--- src/rtl/ps2tx_pkg.sv ---
package ps2tx_pkg;

   localparam int FRAME_BITS = 11;
   localparam int BIT_W      = 4;

   typedef enum logic [1:0] {
      TX_WAIT = 2'd0,
      TX_HIGH = 2'd1,
      TX_LOW  = 2'd2
   } tx_state_e;

   typedef struct packed {
      logic       last;
      logic [7:0] data;
   } tx_entry_t;

   // frame bit 0 is the start bit, bit 10 the stop bit
   function automatic logic [FRAME_BITS-1:0] build_frame(input logic [7:0] d);
      return {1'b1, ~(^d), d, 1'b0};
   endfunction

endpackage

--- src/rtl/ps2tx_sync.sv ---
module ps2tx_sync #(
   parameter int STAGES = 2
) (
   input  logic clk,
   input  logic rst_n,
   input  logic d,
   output logic q
);

   if (STAGES < 0) begin : g_bad_stages
      $error("ps2tx_sync: STAGES must not be negative");
   end

   if (STAGES == 0) begin : g_bypass
      assign q = d;
   end else begin : g_chain
      logic [STAGES-1:0] r;
      always_ff @(posedge clk or negedge rst_n) begin
         if (!rst_n) begin
            r <= '1;
         end else begin
            for (int i = STAGES - 1; i > 0; i--) r[i] <= r[i-1];
            r[0] <= d;
         end
      end
      assign q = r[STAGES-1];
   end

endmodule

--- src/rtl/ps2tx_idle_mon.sv ---
module ps2tx_idle_mon #(
   parameter int IDLE_TICKS = 50
) (
   input  logic clk,
   input  logic rst_n,
   input  logic line_hi,
   output logic idle_ok
);

   localparam int CW = $clog2(IDLE_TICKS + 1);
   localparam logic [CW-1:0] SAT_V = CW'(IDLE_TICKS);

   if (IDLE_TICKS < 1) begin : g_bad_idle
      $error("ps2tx_idle_mon: IDLE_TICKS must be at least 1");
   end

   logic [CW-1:0] run_q;

   always_ff @(posedge clk or negedge rst_n) begin
      if (!rst_n) begin
         run_q <= '0;
      end else if (!line_hi) begin
         run_q <= '0;
      end else if (run_q != SAT_V) begin
         run_q <= run_q + 1'b1;
      end
   end

   assign idle_ok = (run_q == SAT_V);

endmodule

--- src/rtl/ps2tx_fifo.sv ---
module ps2tx_fifo
   import ps2tx_pkg::*;
#(
   parameter int DEPTH = 16
) (
   input  logic                         clk,
   input  logic                         rst_n,
   input  logic                         push,
   input  tx_entry_t                    push_entry,
   input  logic                         advance,
   input  logic                         rewind,
   output logic                         avail,
   output tx_entry_t                    head,
   output logic [$clog2(DEPTH+1)-1:0]   fill
);

   localparam int AW = $clog2(DEPTH);

   if (DEPTH < 2 || (1 << AW) != DEPTH) begin : g_bad_depth
      $error("ps2tx_fifo: DEPTH must be a power of two, at least 2");
   end

   tx_entry_t mem [DEPTH];
   logic [AW:0] wr_q, rd_q, cm_q;
   logic [AW:0] used;
   logic        accept;

   assign used   = wr_q - cm_q;
   assign accept = push && !used[AW];
   assign avail  = (rd_q != wr_q);
   assign head   = mem[rd_q[AW-1:0]];
   assign fill   = used;

   always_ff @(posedge clk) begin
      if (accept) mem[wr_q[AW-1:0]] <= push_entry;
   end

   always_ff @(posedge clk or negedge rst_n) begin
      if (!rst_n) begin
         wr_q <= '0;
         rd_q <= '0;
         cm_q <= '0;
      end else begin
         if (accept) wr_q <= wr_q + 1'b1;
         if (rewind) begin
            rd_q <= cm_q;
         end else if (advance) begin
            rd_q <= rd_q + 1'b1;
            if (head.last) cm_q <= rd_q + 1'b1;
         end
      end
   end

endmodule

--- src/rtl/ps2tx_framer.sv ---
module ps2tx_framer
   import ps2tx_pkg::*;
#(
   parameter int HALF_TICKS = 40,
   parameter int MID_TICKS  = 20
) (
   input  logic             clk,
   input  logic             rst_n,
   input  logic             clk_hi,
   input  logic             idle_ok,
   input  logic             avail,
   input  logic [7:0]       head_data,
   output logic             clk_low,
   output logic             dat_low,
   output logic             advance,
   output logic             rewind,
   output logic [BIT_W-1:0] bit_idx
);

   localparam int TW = $clog2(HALF_TICKS);
   localparam logic [TW-1:0]    MID_V  = TW'(MID_TICKS);
   localparam logic [TW-1:0]    END_V  = TW'(HALF_TICKS - 1);
   localparam logic [BIT_W-1:0] STOP_V = BIT_W'(FRAME_BITS - 1);

   if (MID_TICKS < 1 || MID_TICKS >= HALF_TICKS - 1) begin : g_bad_mid
      $error("ps2tx_framer: MID_TICKS must lie inside the phase");
   end

   tx_state_e             state_q;
   logic [TW-1:0]         tick_q;
   logic [FRAME_BITS-1:0] frame_q;

   always_ff @(posedge clk or negedge rst_n) begin
      if (!rst_n) begin
         state_q <= TX_WAIT;
         tick_q  <= '0;
         bit_idx <= '0;
         frame_q <= '0;
         dat_low <= 1'b0;
         advance <= 1'b0;
         rewind  <= 1'b0;
      end else begin
         advance <= 1'b0;
         rewind  <= 1'b0;
         unique case (state_q)
            TX_WAIT: begin
               dat_low <= 1'b0;
               if (avail && idle_ok) begin
                  frame_q <= build_frame(head_data);
                  state_q <= TX_HIGH;
                  tick_q  <= '0;
                  bit_idx <= '0;
               end
            end
            TX_HIGH: begin
               tick_q <= tick_q + 1'b1;
               if (tick_q == MID_V) begin
                  if (!clk_hi) begin
                     dat_low <= 1'b0;
                     state_q <= TX_WAIT;
                     if (bit_idx != '0) rewind <= 1'b1;
                  end else begin
                     dat_low <= ~frame_q[bit_idx];
                  end
               end else if (tick_q == END_V) begin
                  state_q <= TX_LOW;
                  tick_q  <= '0;
               end
            end
            TX_LOW: begin
               tick_q <= tick_q + 1'b1;
               if (tick_q == END_V) begin
                  tick_q <= '0;
                  if (bit_idx == STOP_V) begin
                     dat_low <= 1'b0;
                     advance <= 1'b1;
                     state_q <= TX_WAIT;
                  end else begin
                     bit_idx <= bit_idx + 1'b1;
                     state_q <= TX_HIGH;
                  end
               end
            end
            default: state_q <= TX_WAIT;
         endcase
      end
   end

   assign clk_low = (state_q == TX_LOW);

endmodule

--- src/rtl/ps2_dev_tx.sv ---
module ps2_dev_tx
   import ps2tx_pkg::*;
#(
   parameter int DEPTH       = 16,
   parameter int HALF_TICKS  = 40,
   parameter int IDLE_TICKS  = 50,
   parameter int SYNC_STAGES = 2
) (
   input  logic       clk,
   input  logic       rst_n,
   input  logic       push_valid,
   input  logic [7:0] push_data,
   input  logic       push_last,
   input  logic       bus_clk_i,
   output logic       bus_clk_low,
   output logic       bus_dat_low
);

   localparam int MID_TICKS = HALF_TICKS / 2;
   localparam int FILL_W    = $clog2(DEPTH + 1);

   if (MID_TICKS <= SYNC_STAGES + 1) begin : g_bad_phase
      $error("ps2_dev_tx: HALF_TICKS too short for the synchronizer");
   end

   logic              clk_hi;
   logic              idle_ok;
   logic              avail;
   logic              advance;
   logic              rewind;
   tx_entry_t         head;
   tx_entry_t         in_entry;
   logic [FILL_W-1:0] fifo_fill;
   logic [BIT_W-1:0]  frame_bit;

   assign in_entry = '{last: push_last, data: push_data};

   ps2tx_sync #(.STAGES(SYNC_STAGES)) u_sync (
      .clk (clk), .rst_n(rst_n), .d(bus_clk_i), .q(clk_hi)
   );

   ps2tx_idle_mon #(.IDLE_TICKS(IDLE_TICKS)) u_idle (
      .clk(clk), .rst_n(rst_n), .line_hi(clk_hi), .idle_ok(idle_ok)
   );

   ps2tx_fifo #(.DEPTH(DEPTH)) u_fifo (
      .clk       (clk),
      .rst_n     (rst_n),
      .push      (push_valid),
      .push_entry(in_entry),
      .advance   (advance),
      .rewind    (rewind),
      .avail     (avail),
      .head      (head),
      .fill      (fifo_fill)
   );

   ps2tx_framer #(.HALF_TICKS(HALF_TICKS), .MID_TICKS(MID_TICKS)) u_framer (
      .clk      (clk),
      .rst_n    (rst_n),
      .clk_hi   (clk_hi),
      .idle_ok  (idle_ok),
      .avail    (avail),
      .head_data(head.data),
      .clk_low  (bus_clk_low),
      .dat_low  (bus_dat_low),
      .advance  (advance),
      .rewind   (rewind),
      .bit_idx  (frame_bit)
   );

endmodule

--- config.mk ---
export PLATFORM = sky130hd
export DESIGN_NAME = ps2_dev_tx
export DESIGN_NICKNAME = d
export VERILOG_FILES = /design/src/rtl/ps2tx_pkg.sv /design/src/rtl/ps2tx_sync.sv /design/src/rtl/ps2tx_idle_mon.sv /design/src/rtl/ps2tx_fifo.sv /design/src/rtl/ps2tx_framer.sv /design/src/rtl/ps2_dev_tx.sv
export SDC_FILE = /design/constraint.sdc
export NUM_CORES = 1
export LEC_CHECK = 0
export ABC_CLOCK_PERIOD_IN_PS = 5890
export BUFFER_PORTS_ARGS = -buffer_cell sky130_fd_sc_hd__clkbuf_2
export CORE_AREA = 10 10 149 151
export DETAILED_ROUTE_END_ITERATION = 7
export DIE_AREA = 0 0 159 161
export PLACE_DENSITY = 0.68
export RECOVER_POWER = 50
export SETUP_SLACK_MARGIN = 0.4
export SLEW_MARGIN = 20
export SYNTH_ARGS = -nofsm -noshare
export SYNTH_HDL_FRONTEND = slang
export SYNTH_SLANG_ARGS = --single-unit
--- constraint.sdc ---
create_clock -name clk -period 5.89 [get_ports clk]
set_clock_uncertainty 0.15 [all_clocks]
set_input_delay 0 -clock clk [delete_from_list [all_inputs] [get_ports clk]]
set_output_delay 0 -clock clk [all_outputs]
set_load 0.005 [all_outputs]
# Yosys cells after proc, flatten, opt, wreduce, memory -nomap -nowiden
# Memories as Yosys holds them, arrays and structs flattened.
# Cells that the tools add are included.
dict set report totals {
  register_bits 48
  latch_bits 0
  ramBits 144
  romBits 0
  in_bits 13
  out_inout_bits 2
  elab_cells 89
  n_memories 1
}
dict set report classes {
  n_addsub 6
  n_mul 0
  div_mod_pow 0
  order_cmp 1
  n_eq_ne 16
  shifts 0
  mux 35
  bitwise 3
  reduce_logical 15
}
# memory depth width rd rd_clocked_by_memory_dff wr line
set mem_list {}
lappend mem_list {u_fifo.mem 16 9 1 0 1 ps2tx_fifo.sv:23} ;# tx_entry_t mem [DEPTH];
# cell count
set ops {}
lappend ops {{$mux 6} 5}
lappend ops {{$pmux 6 s3} 1}
lappend ops {{$mux 1} 15}
lappend ops {{$add 6x1->6 const B} 2}
lappend ops {{$eq 6x6->1 const B} 2}
lappend ops {{$mux 4} 3}
lappend ops {{$reduce_and 4->1} 3}
lappend ops {{$add 5x1->5 const B} 2}
lappend ops {{$mux 2} 5}
lappend ops {{$mux 5} 2}
lappend ops {{$ne 2x1->1 const B} 5}
lappend ops {{$pmux 4 s2} 1}
lappend ops {{$reduce_xor 8->1} 1}
lappend ops {{$eq 6x5->1 const B} 1}
lappend ops {{$ne 6x6->1 const B} 1}
lappend ops {{$pmux 2 s3} 1}
lappend ops {{$lt 4x5->1 const B} 1}
lappend ops {{$ne 5x5->1} 1}
lappend ops {{$sub 5x5->5} 1}
lappend ops {{$add 4x1->4 const B} 1}
lappend ops {{$bmux 1 s4} 1}
lappend ops {{$eq 4x4->1 const B} 1}
lappend ops {{$reduce_and 2->1} 2}
lappend ops {{$reduce_bool 2->1} 2}
lappend ops {{13 further kinds} 16}

# Depth between registers and ports, before layout
# Gate-level depths: netlist of the first run.
dict set report depth {
  ltp_word 6
  depth_mapped 11
  mapped_depth_nobuf 9
}

# Cells and area by module
# A second synthesis of the first run with hierarchy kept.
dict set report hier_totals {
  hier_cells 500
  area_unflattened_um2 8444.3
}
# mod n_inst cells_per_inst area_per_inst_um2 seq_area_each_um2
set modules_own_cells {}
lappend modules_own_cells {ps2tx_fifo 1 326 6562.5 4699.5}
lappend modules_own_cells {ps2tx_framer 1 142 1510.2 625.6}
lappend modules_own_cells {ps2tx_idle_mon 1 30 319.1 150.1}
lappend modules_own_cells {ps2tx_sync 1 2 52.6 52.6}

# Worst setup path after synthesis of the first run
# OpenSTA, ideal clock, no wires.
dict set report synth_timing {
  path_kind {reg-to-reg}
  startpoint {register u_fifo.wr_q[1]}
  endpoint {memory u_fifo.mem[3][0] (netlist name), enable pin}
  setup_ps 387
  arrival_time_ps 2496
  required_time_ps 5353
  slack_ps 2857
  path_stages_with_launch 10
  n_path_buf 1
  cell_sequence {dfrtp_1 ha_1 a21o_1 a21o_1 a21oi_1 xnor2_1 and2_1 clkbuf_1 nand2_1 nor3_1}
}
dict set report synth_via {
  elab_chain_len 5
}
# item line
set synth_rtl {}
lappend synth_rtl {{start, declared} ps2tx_fifo.sv:24} ;# logic [AW:0] wr_q, rd_q, cm_q;
lappend synth_rtl {{start signal, assigned} ps2tx_fifo.sv:44} ;# if (accept) wr_q <= wr_q + 1'b1;
lappend synth_rtl {{$sub 5x5->5} ps2tx_fifo.sv:28} ;# assign used = wr_q - cm_q;
lappend synth_rtl {{$logic_not 1->1} ps2tx_fifo.sv:29} ;# assign accept = push && !used[AW];
lappend synth_rtl {{$logic_and 1x1->1} ps2tx_fifo.sv:29}
lappend synth_rtl {{$mux 1} ps2tx_fifo.sv:35} ;# if (accept) mem[wr_q[AW-1:0]] <= push_entry;
lappend synth_rtl {{$mux 1 (implied by the code)} ps2tx_fifo.sv:35}
lappend synth_rtl {{end, declared} ps2tx_fifo.sv:23}
# Several ways; a longest one is shown, not always the timed one.

# Final worst setup path of the first run
dict set report layout_timing {
  startpoint {register u_fifo.wr_q[2]}
  endpoint {memory u_fifo.mem[11][2] (netlist name), enable pin}
}
# The elaborated chain is that of the path after synthesis.

==> results_dict.tcl, run 1 <==
set metrics [dict create \
    status "finished with violations" \
    cts_made_buffers 17 \
    die-area_sq_um 25600 \
    clk_path_buf_depth 2 \
    antenna_cells 0 \
    max-cap-violations 1 \
    path_max_fanout 12 \
    slowest_stage "nor2_1" \
    cts.clk_slew.worst_paths_ns 0.07 \
    path_cells "ha_1, a21o_1, a21oi_1, xnor2_1, and2_1, nand2_1, nor2_1" \
    p_leak_uw 0.003213 \
    hp-class "in -> reg" \
    syn-cell-area_sq_um 8511 \
    die_h_microns 161 \
    via_per_inst 5.235 \
    synth_nets 635 \
    powerDensity_nw_per_um2 323.8 \
    synthArstFlopShare_pct 25.00 \
    clk_latency_ns 0.43 \
    synthCells 603 \
    num_vias 4717 \
    ys_top_cells_by_count "144 x edfxtp_1, 72 x mux2i_1, 63 x nand2_1" \
    start_util_pct 44.31 \
    drt_iter0_drc 415 \
    antenna_found_initial 0 \
    post-cts-setup-buffer-count 0 \
    holdPathStages 2 \
    ys.flop_type "edfxtp_1" \
    holdBufCountCts 12 \
    wl_mm 16.42 \
    grt_max_degree 49 \
    synth_top_area_share_pct 50.81 \
    relSlewSlack_pct -68.59 \
    grt_setup_unrepaired "false" \
    synth_cell_types 52 \
    arrival_ns 3.17 \
    start_kind "flop" \
    port_buffers 14 \
    irDropWorstVdd_mv 0.2768 \
    synth.area.top_cells "edfxtp_1 51%, dfrtp_1 14%, mux2i_1 8.5%, ha_1 2.8%, nand2_1 2.8%" \
    fin_tns_setup_ns 0 \
    grtUsageTotal_pct 13.09 \
    failed_checks "max-capacitance violations, max-slew violations" \
    period_share_pct 55.52 \
    drc 0 \
    clockRootBuffer "clkbuf_16" \
    fin_ws_ns 2.620 \
    grt_pass1_wl_mm 26.28 \
    ys_warn_count 0 \
    slowest_delay_ns 0.83 \
    post-route-min-period_ns 3.270 \
    cts_sinks 192 \
    grt-ovfl-total 0 \
    synth_most_common_cell "edfxtp_1" \
    setup_viol 0 \
    grt_pass1_vias 4741 \
    required_ns 5.79 \
    io-pin-count 15 \
    place_worst_setup_slack_ns 2.629 \
    fin_util_pct 49.01 \
    synth-seq-area-share_pct 64.95 \
    cts_tree "built" \
    final_nets 655 \
    detail_route.wl_per_cell_microns 18.22 \
    finalPower_uw 3048 \
    synth_seq_cells 192 \
    post_cts_resized 0 \
    hold_viol_final 0 \
    rr_worst_depth 7 \
    slew_violations 49 \
    yosysTopAreaCell "edfxtp_1" \
    cp-end-kind "flop" \
    hpwl_mm 10.81 \
    die_x_microns 159 \
    drive_gt1_share_pct 9.906 \
    design.core.area_sq_um 19210 \
    htreeDepth 4 \
    areaGrowthSynthToFinish_pct 10.60 \
    worstMarginPinSlew_ns 2.529 \
    fmax_ghz 0.3058 \
    synth_edf_count 144 \
    first_pass_iters 5 \
    avgSynthCellArea_sq_um 14.11 \
    placementRows 51 \
    crit_type "reg -> reg" \
    ant_nets 0 \
    gp_congestion 0.9075 \
]
[kinds of logic (layout without fill, tap and decap cells)]
family	Yosys count	in the layout	share of synthesized area, %
XOR/XNOR	34	34	3.499
AO/OA/AOI/OAI	92	92	7.204
adder cells (fa/ha/maj)	19	19	2.793
flip-flops	192	192	64.95
multiplexers	80	80	10.32
buffers and inverters	48	81	3.764
AND/OR/NAND/NOR	138	138	7.469
[flip-flops by register name (all words and copies together) (netlist names), 4 cells and up]
name and count:
u_framer.bit_idx 4, u_idle.run_q 6, u_framer.tick_q 6, u_framer.frame_q 10, u_fifo.rd_q 5, u_fifo.cm_q 5, u_fifo.mem 144, u_fifo.wr_q 5
[report_power, final]
part	internal (uW)	switching, uW
clock	604	538
sequential	1560	61.7
combinational	102	179
[final cells by class]
type / count / area (sq um)
multi-input cells: 363 / 2673
fillers: 1618 / 9794
inverters: 17 / 63.81
repair buffers: 32 / 220.2
clock buffers: 17 / 425.4
flip-flops and latches: 192 / 5532
clock inverters: 15 / 167.7
well taps: 265 / 331.6
[stage by stage]
step | std cells | hold WS [ns] | instance area [sq um]
CTS | 901 | 0.03964 | 9428
detailed placement | 857 | -0.05978 | 8715
finish | 901 | 0.05596 | 9413
global route | 901 | 0.04233 | 9413
floorplan | 603 | -0.4456 | 8511
global placement | 857 | -0.05917 | 8705
[routing by layer]
metal / up-vias / wire [microns] / track usage [%]
met2: 107 / 7709 / 20.15
met4: 0 / 338 / 5.223
met1: 2340 / 7661 / 17.73
li1: 2249 / - / -
met3: 21 / 709 / 2.847
met5: - / 0 / 0
[cells in the final DEF (no fill, tap or decap), types with 6 or more instances in the layout]
cell / count
edfxtp_1: 144
mux2i_1: 72
nand2_1: 63
dfrtp_1: 45
a22oi_1: 28
nor2_1: 27
ha_1: 19
xnor2_1: 18
inv_1: 17
clkbuf_16: 17
xor2_1: 16
o21ai_1: 16
o21ai_0: 14
dlygate4sd3_1: 12
clkbuf_1: 10
a21oi_1: 8
nand3_1: 8
a31oi_1: 8
nand2b_1: 6
nor3_1: 6
mux4_2: 6
[path summary, 6_finish.rpt]
path	slack [ns]	endpoint	startpoint
max in group asynchronous	2.97	u_fifo.rd_q[2]$_DFFE_PN0P_	rst_n
min	0.06	u_sync.g_chain.r[0]$_DFF_PN1_	bus_clk_i
min reg2reg	0.21	u_sync.g_chain.r[1]$_DFF_PN1_	u_sync.g_chain.r[0]$_DFF_PN1_
max reg2reg	2.62	u_fifo.mem[11][2]$_DFFE_PP_	u_fifo.wr_q[2]$_DFFE_PN0P_
min in group asynchronous	0.84	u_idle.run_q[2]$_DFFE_PN0P_	rst_n
max	2.62	u_fifo.mem[11][2]$_DFFE_PP_	u_fifo.wr_q[2]$_DFFE_PN0P_
[critical path, delay by kind of cell, from the launching register on]
| family | cells | cell delay [ns] |
|---|---|---|
| AND/OR/NAND/NOR | 3 | 1.34 |
| flip-flops | 1 | 0.63 |
| AO/OA/AOI/OAI | 2 | 0.33 |
| adder cells (fa/ha/maj) | 1 | 0.32 |
| XOR/XNOR | 1 | 0.12 |
No activity file was read; power rests on OpenSTA's default activity.
==> run 2: changes to the inputs <==
--- a/config.mk
+++ b/config.mk
@@ -5,12 +5,12 @@
 export SDC_FILE = /design/constraint.sdc
 export NUM_CORES = 1
 export LEC_CHECK = 0
-export ABC_CLOCK_PERIOD_IN_PS = 5890
+export ABC_CLOCK_PERIOD_IN_PS = 2900
 export BUFFER_PORTS_ARGS = -buffer_cell sky130_fd_sc_hd__clkbuf_2
 export CORE_AREA = 10 10 149 151
 export DETAILED_ROUTE_END_ITERATION = 7
 export DIE_AREA = 0 0 159 161
-export PLACE_DENSITY = 0.68
+export PLACE_DENSITY = 0.7
 export RECOVER_POWER = 50
 export SETUP_SLACK_MARGIN = 0.4
 export SLEW_MARGIN = 20
==> constraint.sdc (replaced) <==
create_clock -name clk -period 2.9 [get_ports clk]
set_clock_uncertainty 0.15 [all_clocks]
set_input_delay 0 -clock clk [delete_from_list [all_inputs] [get_ports clk]]
set_output_delay 0 -clock clk [all_outputs]
set_load 0.005 [all_outputs]
==> run 2 against run 1 <==
  * The run now ends clean
  * Largest cell class unchanged
  * Flip-flop and latch count did not move
  * Clock-buffer cell count increased by 7
  * Combinational power rose to 3.7 times the previous value
  * Worst setup slack got worse by 2.2 ns
  * Routed wire length grew 9.5%
  * Register-to-register slack got worse by 2.2 ns
  * Hold slack gained 0.0051 ns
  * Largest power group unchanged
  * Critical endpoint is now u_fifo.mem[2][5]$_DFFE_PP_
  * Fmax grew 30%
==> results_dict.tcl, run 2 (synthesis gave the netlist of run 1 again) <==
set metrics [dict create \
    slew_violations 0 \
    die_h_microns 161 \
    r2r_slack_ns 0.38 \
    largest_reg_flops 144 \
    clockRootBuffer "clkbuf_16" \
    start_kind "flop" \
    cts_sinks 192 \
    detail_route.wl_per_cell_microns 19.03 \
    port_buffers 14 \
    multi_input_area_sq_um 2894 \
    fill_cells 1537 \
    grtUsageTotal_pct 13.99 \
    setup_viol 0 \
    relSlewSlack_pct 17.19 \
    fin_tns_setup_ns 0 \
    htreeDepth 4 \
    clk_path_buf_depth 2 \
    worstMarginPinSlew_ns 1.242 \
    period_share_pct 86.85 \
    areaGrowthSynthToFinish_pct 18.85 \
    required_ns 2.89 \
    die-area_sq_um 25600 \
    drt_iter0_drc 404 \
    gp_congestion 0.8373 \
    wl_mm 17.98 \
    clockPowerShare_pct 34.1 \
    io-pin-count 15 \
    hpwl_mm 11.94 \
    drive_gt1_share_pct 18.09 \
    cts_made_buffers 17 \
    powerDensity_nw_per_um2 645.3 \
    final_nets 699 \
    fmax_ghz 0.3970 \
    num_vias 5034 \
    start_util_pct 44.31 \
    grt_pass1_wl_mm 28.14 \
    grt_pass1_vias 5083 \
    path_max_fanout 9 \
    cp_common_cell "a21o_1" \
    path_cells "ha_1, a21o_1, a21o_1, a21oi_2, xnor2_1, and2_1, buf_6, nand2_4, nor3_4, buf_12" \
    cts.clk_slew.worst_paths_ns 0.07 \
    critPathBufInv 2 \
    cts_tree "built" \
    hold_viol_final 0 \
    crit_type "reg -> reg" \
    slowest_delay_ns 0.40 \
    grt-ovfl-total 0 \
    finalPower_uw 6527 \
    placementRows 51 \
    crit_family "compound AO/OA/AOI/OAI gates" \
    final_common_cell "edfxtp_1" \
    drc 0 \
    arrival_ns 2.51 \
    hp-class "in -> reg" \
    antenna_found_initial 0 \
    p_leak_uw 0.003517 \
    cp-end-kind "flop" \
    grt_max_degree 27 \
    p_switching_uw 1687 \
    seqCellArea_sq_um 5532 \
    post-route-min-period_ns 2.519 \
    max-cap-violations 0 \
    final_cell_mix "144 x edfxtp_1, 71 x mux2i_1, 59 x nand2_1, 45 x dfrtp_1, 23 x a22oi_1" \
    swShare_pct 25.84 \
    status "completed" \
    internal_power_uw 4841 \
    power_frac_seq_pct 49.8 \
    via_per_inst 5.327 \
    antenna_cells 0 \
    die_x_microns 159 \
    first_pass_iters 5 \
    clk_latency_ns 0.43 \
    finalInstanceArea_sq_um 10110 \
    p_comb_share_pct 16.1 \
    placed_cell_area_sq_um 8919 \
    irDropWorstVdd_mv 0.3874 \
    grt_setup_unrepaired "true" \
    ant_nets 0 \
    slowest_stage "dfrtp_1" \
    design.core.area_sq_um 19210 \
]
==> run 2: cell count changes in the layout (fill, tap and decap cells not counted), moves of 8 or more <==
cell,before,now
clkbuf_1,10,18
nor2_1,27,16
buf_12,0,12
buf_4,5,22
buf_6,0,10
nor2_4,0,13
==> run 2: metrics by stage <==
stage               hold WS (ns)  util [%]  worst slack (ns)  cells
floorplan                -0.4456         -            0.3919    603
global placement         -0.2792     46.43            0.1795    869
detailed placement       -0.2732     46.43            0.1237    869
CTS                      0.05127     51.45            0.4002    930
global route             0.06292     52.66            0.2891    945
finish                   0.06101     52.66            0.3813    945
==> run 2: layout make-up <==
class / count / area share [%]
tap: 265 / 3.278
timing repair buffer: 74 / 7.138
clock buffer: 24 / 4.775
multi-input combinational: 364 / 28.61
timing repair inverter: 1 / 0.07422
clock inverter: 8 / 0.7793
sequential: 192 / 54.69
inverter: 17 / 0.6556
==> run 2: worst paths after layout <==
path	cells past startpoint	start	endpoint
worst max-delay path	10	u_fifo.wr_q[1]$_DFFE_PN0P_	u_fifo.mem[2][5]$_DFFE_PP_
worst min-delay path	2	bus_clk_i	u_sync.g_chain.r[0]$_DFF_PN1_
worst max register to register	10	u_fifo.wr_q[1]$_DFFE_PN0P_	u_fifo.mem[2][5]$_DFFE_PP_
worst min register to register	0	u_sync.g_chain.r[0]$_DFF_PN1_	u_sync.g_chain.r[1]$_DFF_PN1_
max in group asynchronous	4	rst_n	u_fifo.rd_q[2]$_DFFE_PN0P_
min in group asynchronous	3	rst_n	u_sync.g_chain.r[1]$_DFF_PN1_
==> run 2: layer usage <==
layer	up-vias	GRT usage, %	part of all wire [%]
met5	-	0	0
li1	2355	-	-
met3	28	3.533	5.6
met2	154	23.15	50
met1	2497	17.56	42
met4	0	4.802	2.1
==> run 2: timing repair <==
action	4_1_cts	5_1_grt
buffers inserted	14	12
setup endpoints to repair	145	147
cloned	1	3
pin swaps	11	11
resized for setup	14	23
hold buffers	14	0
endpoints found under the hold margin	194	0
==> run 2: worst register-to-register path, delay by kind of cell, from the launching register on <==
family                   cells  cell delay (ns)
XOR/XNOR                     1             0.11
AO/OA/AOI/OAI                3             0.47
AND/OR/NAND/NOR              3             0.46
flip-flops                   1             0.40
adder cells (fa/ha/maj)      1             0.31
buffers and inverters        2             0.34
==> run 2: power groups by stage <==
stage          clock network, uW  registers [uW]  logic [uW]
6_report                    2220            3250        1050
2_1_floorplan                  0            3290         567
3_5_place_dp                   0            3310         813
5_1_grt                     2420            3260        1130
4_1_cts                     2280            3250         951
3_3_place_gp                   0            3300         787
==> run 3: changes to the inputs <==
--- a/config.mk
+++ b/config.mk
@@ -7,9 +7,10 @@
 export LEC_CHECK = 0
 export ABC_CLOCK_PERIOD_IN_PS = 2900
 export BUFFER_PORTS_ARGS = -buffer_cell sky130_fd_sc_hd__clkbuf_2
-export CORE_AREA = 10 10 149 151
+export CORE_AREA = 10 10 124 182
+export CTS_BUF_LIST = sky130_fd_sc_hd__clkbuf_2
 export DETAILED_ROUTE_END_ITERATION = 7
-export DIE_AREA = 0 0 159 161
+export DIE_AREA = 0 0 134 192
 export PLACE_DENSITY = 0.7
 export RECOVER_POWER = 50
 export SETUP_SLACK_MARGIN = 0.4
==> run 3 against run 2 <==
  * Non-clock buffer count grew 3
  * Die area grew 0.50%
  * Final cell count shrank 0.53%
  * Sequential power is essentially flat
  * First-iteration DRC count grew 9.2%
  * Critical path depth grew 1
  * Combinational power grew 9.5%
  * Total power shrank 13%
  * Via count grew 1.1%
  * Critical path type unchanged
  * Largest power group unchanged
==> results_dict.tcl, run 3 (synthesis gave the netlist of run 1 again) <==
set metrics [dict create \
    status "completed" \
    irDropWorstVdd_mv 0.3185 \
    drc 0 \
    crit_type "reg -> reg" \
    fin_ws_ns 0.3366 \
    clk_latency_ns 0.78 \
    drive_gt1_share_pct 18.01 \
    post-route-min-period_ns 2.563 \
    port_buffers 14 \
    start_kind "flop" \
    grtUsageTotal_pct 14.85 \
    grt_max_degree 27 \
    drt_iter0_drc 441 \
    grt_setup_unrepaired "true" \
    start_util_pct 44.42 \
    wl_mm 18.51 \
    die_h_microns 192 \
    p_leak_uw 0.003374 \
    cts_sinks 192 \
    io-pin-count 15 \
    antenna_found_initial 1 \
    first_pass_iters 5 \
    die-area_sq_um 25730 \
    grt-ovfl-total 0 \
    worstMarginPinSlew_ns 1.350 \
    grt_pass1_wl_mm 29.07 \
    powerDensity_nw_per_um2 577.7 \
    place_worst_setup_slack_ns 0.09323 \
    hpwl_mm 12.53 \
    gp_congestion 0.8207 \
    fin_util_pct 51.12 \
    final_nets 702 \
    areaGrowthSynthToFinish_pct 15.10 \
    largest_reg_flops 144 \
    cp-end-kind "flop" \
    fin_tns_setup_ns 0 \
    arrival_ns 2.94 \
    slew_violations 0 \
    required_ns 3.27 \
    fill_cells 1618 \
    placementRows 62 \
    num_vias 5087 \
    fmax_ghz 0.3901 \
    final_cell_mix "144 x edfxtp_1, 71 x mux2i_1, 59 x nand2_1, 45 x dfrtp_1, 28 x a22oi_1" \
    hold_viol_final 0 \
    clk_path_buf_depth 2 \
    die_x_microns 134 \
    hp-class "in -> reg" \
    via_per_inst 5.412 \
    cts_tree "built" \
    cts_made_buffers 17 \
    path_max_fanout 9 \
    relSlewSlack_pct 9.991 \
    stdcell_count 940 \
    dp.cells 860 \
    clockRootBuffer "clkbuf_2" \
    period_share_pct 88.39 \
    grt_pass1_vias 5383 \
    setup_viol 0 \
    final_common_cell "edfxtp_1" \
    detail_route.wl_per_cell_microns 19.69 \
    htreeDepth 4 \
    max-cap-violations 0 \
    ant_nets 0 \
    cts.clk_slew.worst_paths_ns 0.27 \
    design.core.area_sq_um 19160 \
]
## run 3: path summary, 6_finish.rpt
check                           cells after the start  slack [ns]                           from                            end
worst max-delay path                               11        0.34     u_fifo.cm_q[1]$_DFFE_PN0P_     u_fifo.mem[0][8]$_DFFE_PP_
worst min-delay path                                6        0.17                     push_valid     u_fifo.wr_q[1]$_DFFE_PN0P_
worst max register to register                     11        0.34     u_fifo.cm_q[1]$_DFFE_PN0P_     u_fifo.mem[0][8]$_DFFE_PP_
worst min register to register                      0        0.23  u_sync.g_chain.r[0]$_DFF_PN1_  u_sync.g_chain.r[1]$_DFF_PN1_
max in group asynchronous                           4        1.10                          rst_n     u_fifo.rd_q[2]$_DFFE_PN0P_
min in group asynchronous                           4        0.58                          rst_n     u_fifo.wr_q[3]$_DFFE_PN0P_
## run 3: where the power goes
part / leakage, uW / switching, uW / internal (uW)
Clock: 0.000141 / 918 / 345
Combinational: 0.00129 / 697 / 450
Sequential: 0.00195 / 74.7 / 3170
Total: 0.00337 / 1690 / 3970
## run 3: timing repair
item,4_1_cts,5_1_grt
endpoints found under the hold margin,342,2
pin swaps,17,7
setup buffers,23,2
hold buffers,17,1
endpoints found under the setup margin,146,146
resized for setup,26,9
gates cloned,4,0
## run 3: final cells by class
class                      instances  area (sq um)  share of cell area [%]
inverter                          17         71.32                  0.7281
timing repair buffer              77         744.5                   7.600
antenna                            1         2.502                 0.02555
clock buffer                      20         100.1                   1.022
timing repair inverter             1         7.507                 0.07664
clock inverter                    12         125.1                   1.277
sequential                       192          5532                   56.47
multi-input combinational        364          2893                   29.53
tap                              256         320.3                   3.270
## run 3: worst max-delay path, cell delays in order (launching register included)
cell	delay [ns]
dfrtp_1	0.44
inv_1	0.05
ha_1	0.28
a21o_1	0.16
a21o_1	0.18
a21oi_2	0.13
xnor2_1	0.13
and2_4	0.18
buf_12	0.15
nand2_8	0.10
nor3_4	0.21
buf_12	0.15
## run 3: layer usage
layer	vias to the layer above	part of all wire, %	track usage (%)
li1	2360	-	-
met5	-	0	0
met4	0	4.5	8.480
met3	49	3.6	3.400
met2	153	54	26.62
met1	2525	38	15.66
## run 3: metrics by stage
stage / instance area [sq um] / total power, uW / hold slack (ns)
finish: 9796 / 5659 / 0.1681
global route: 9796 / 5912 / 0.1294
CTS: 9758 / 5674 / 0.02338
detailed placement: 8895 / 4129 / -0.08452
global placement: 8895 / 4088 / -0.08470
floorplan: 8632 / 3858 / -0.4456
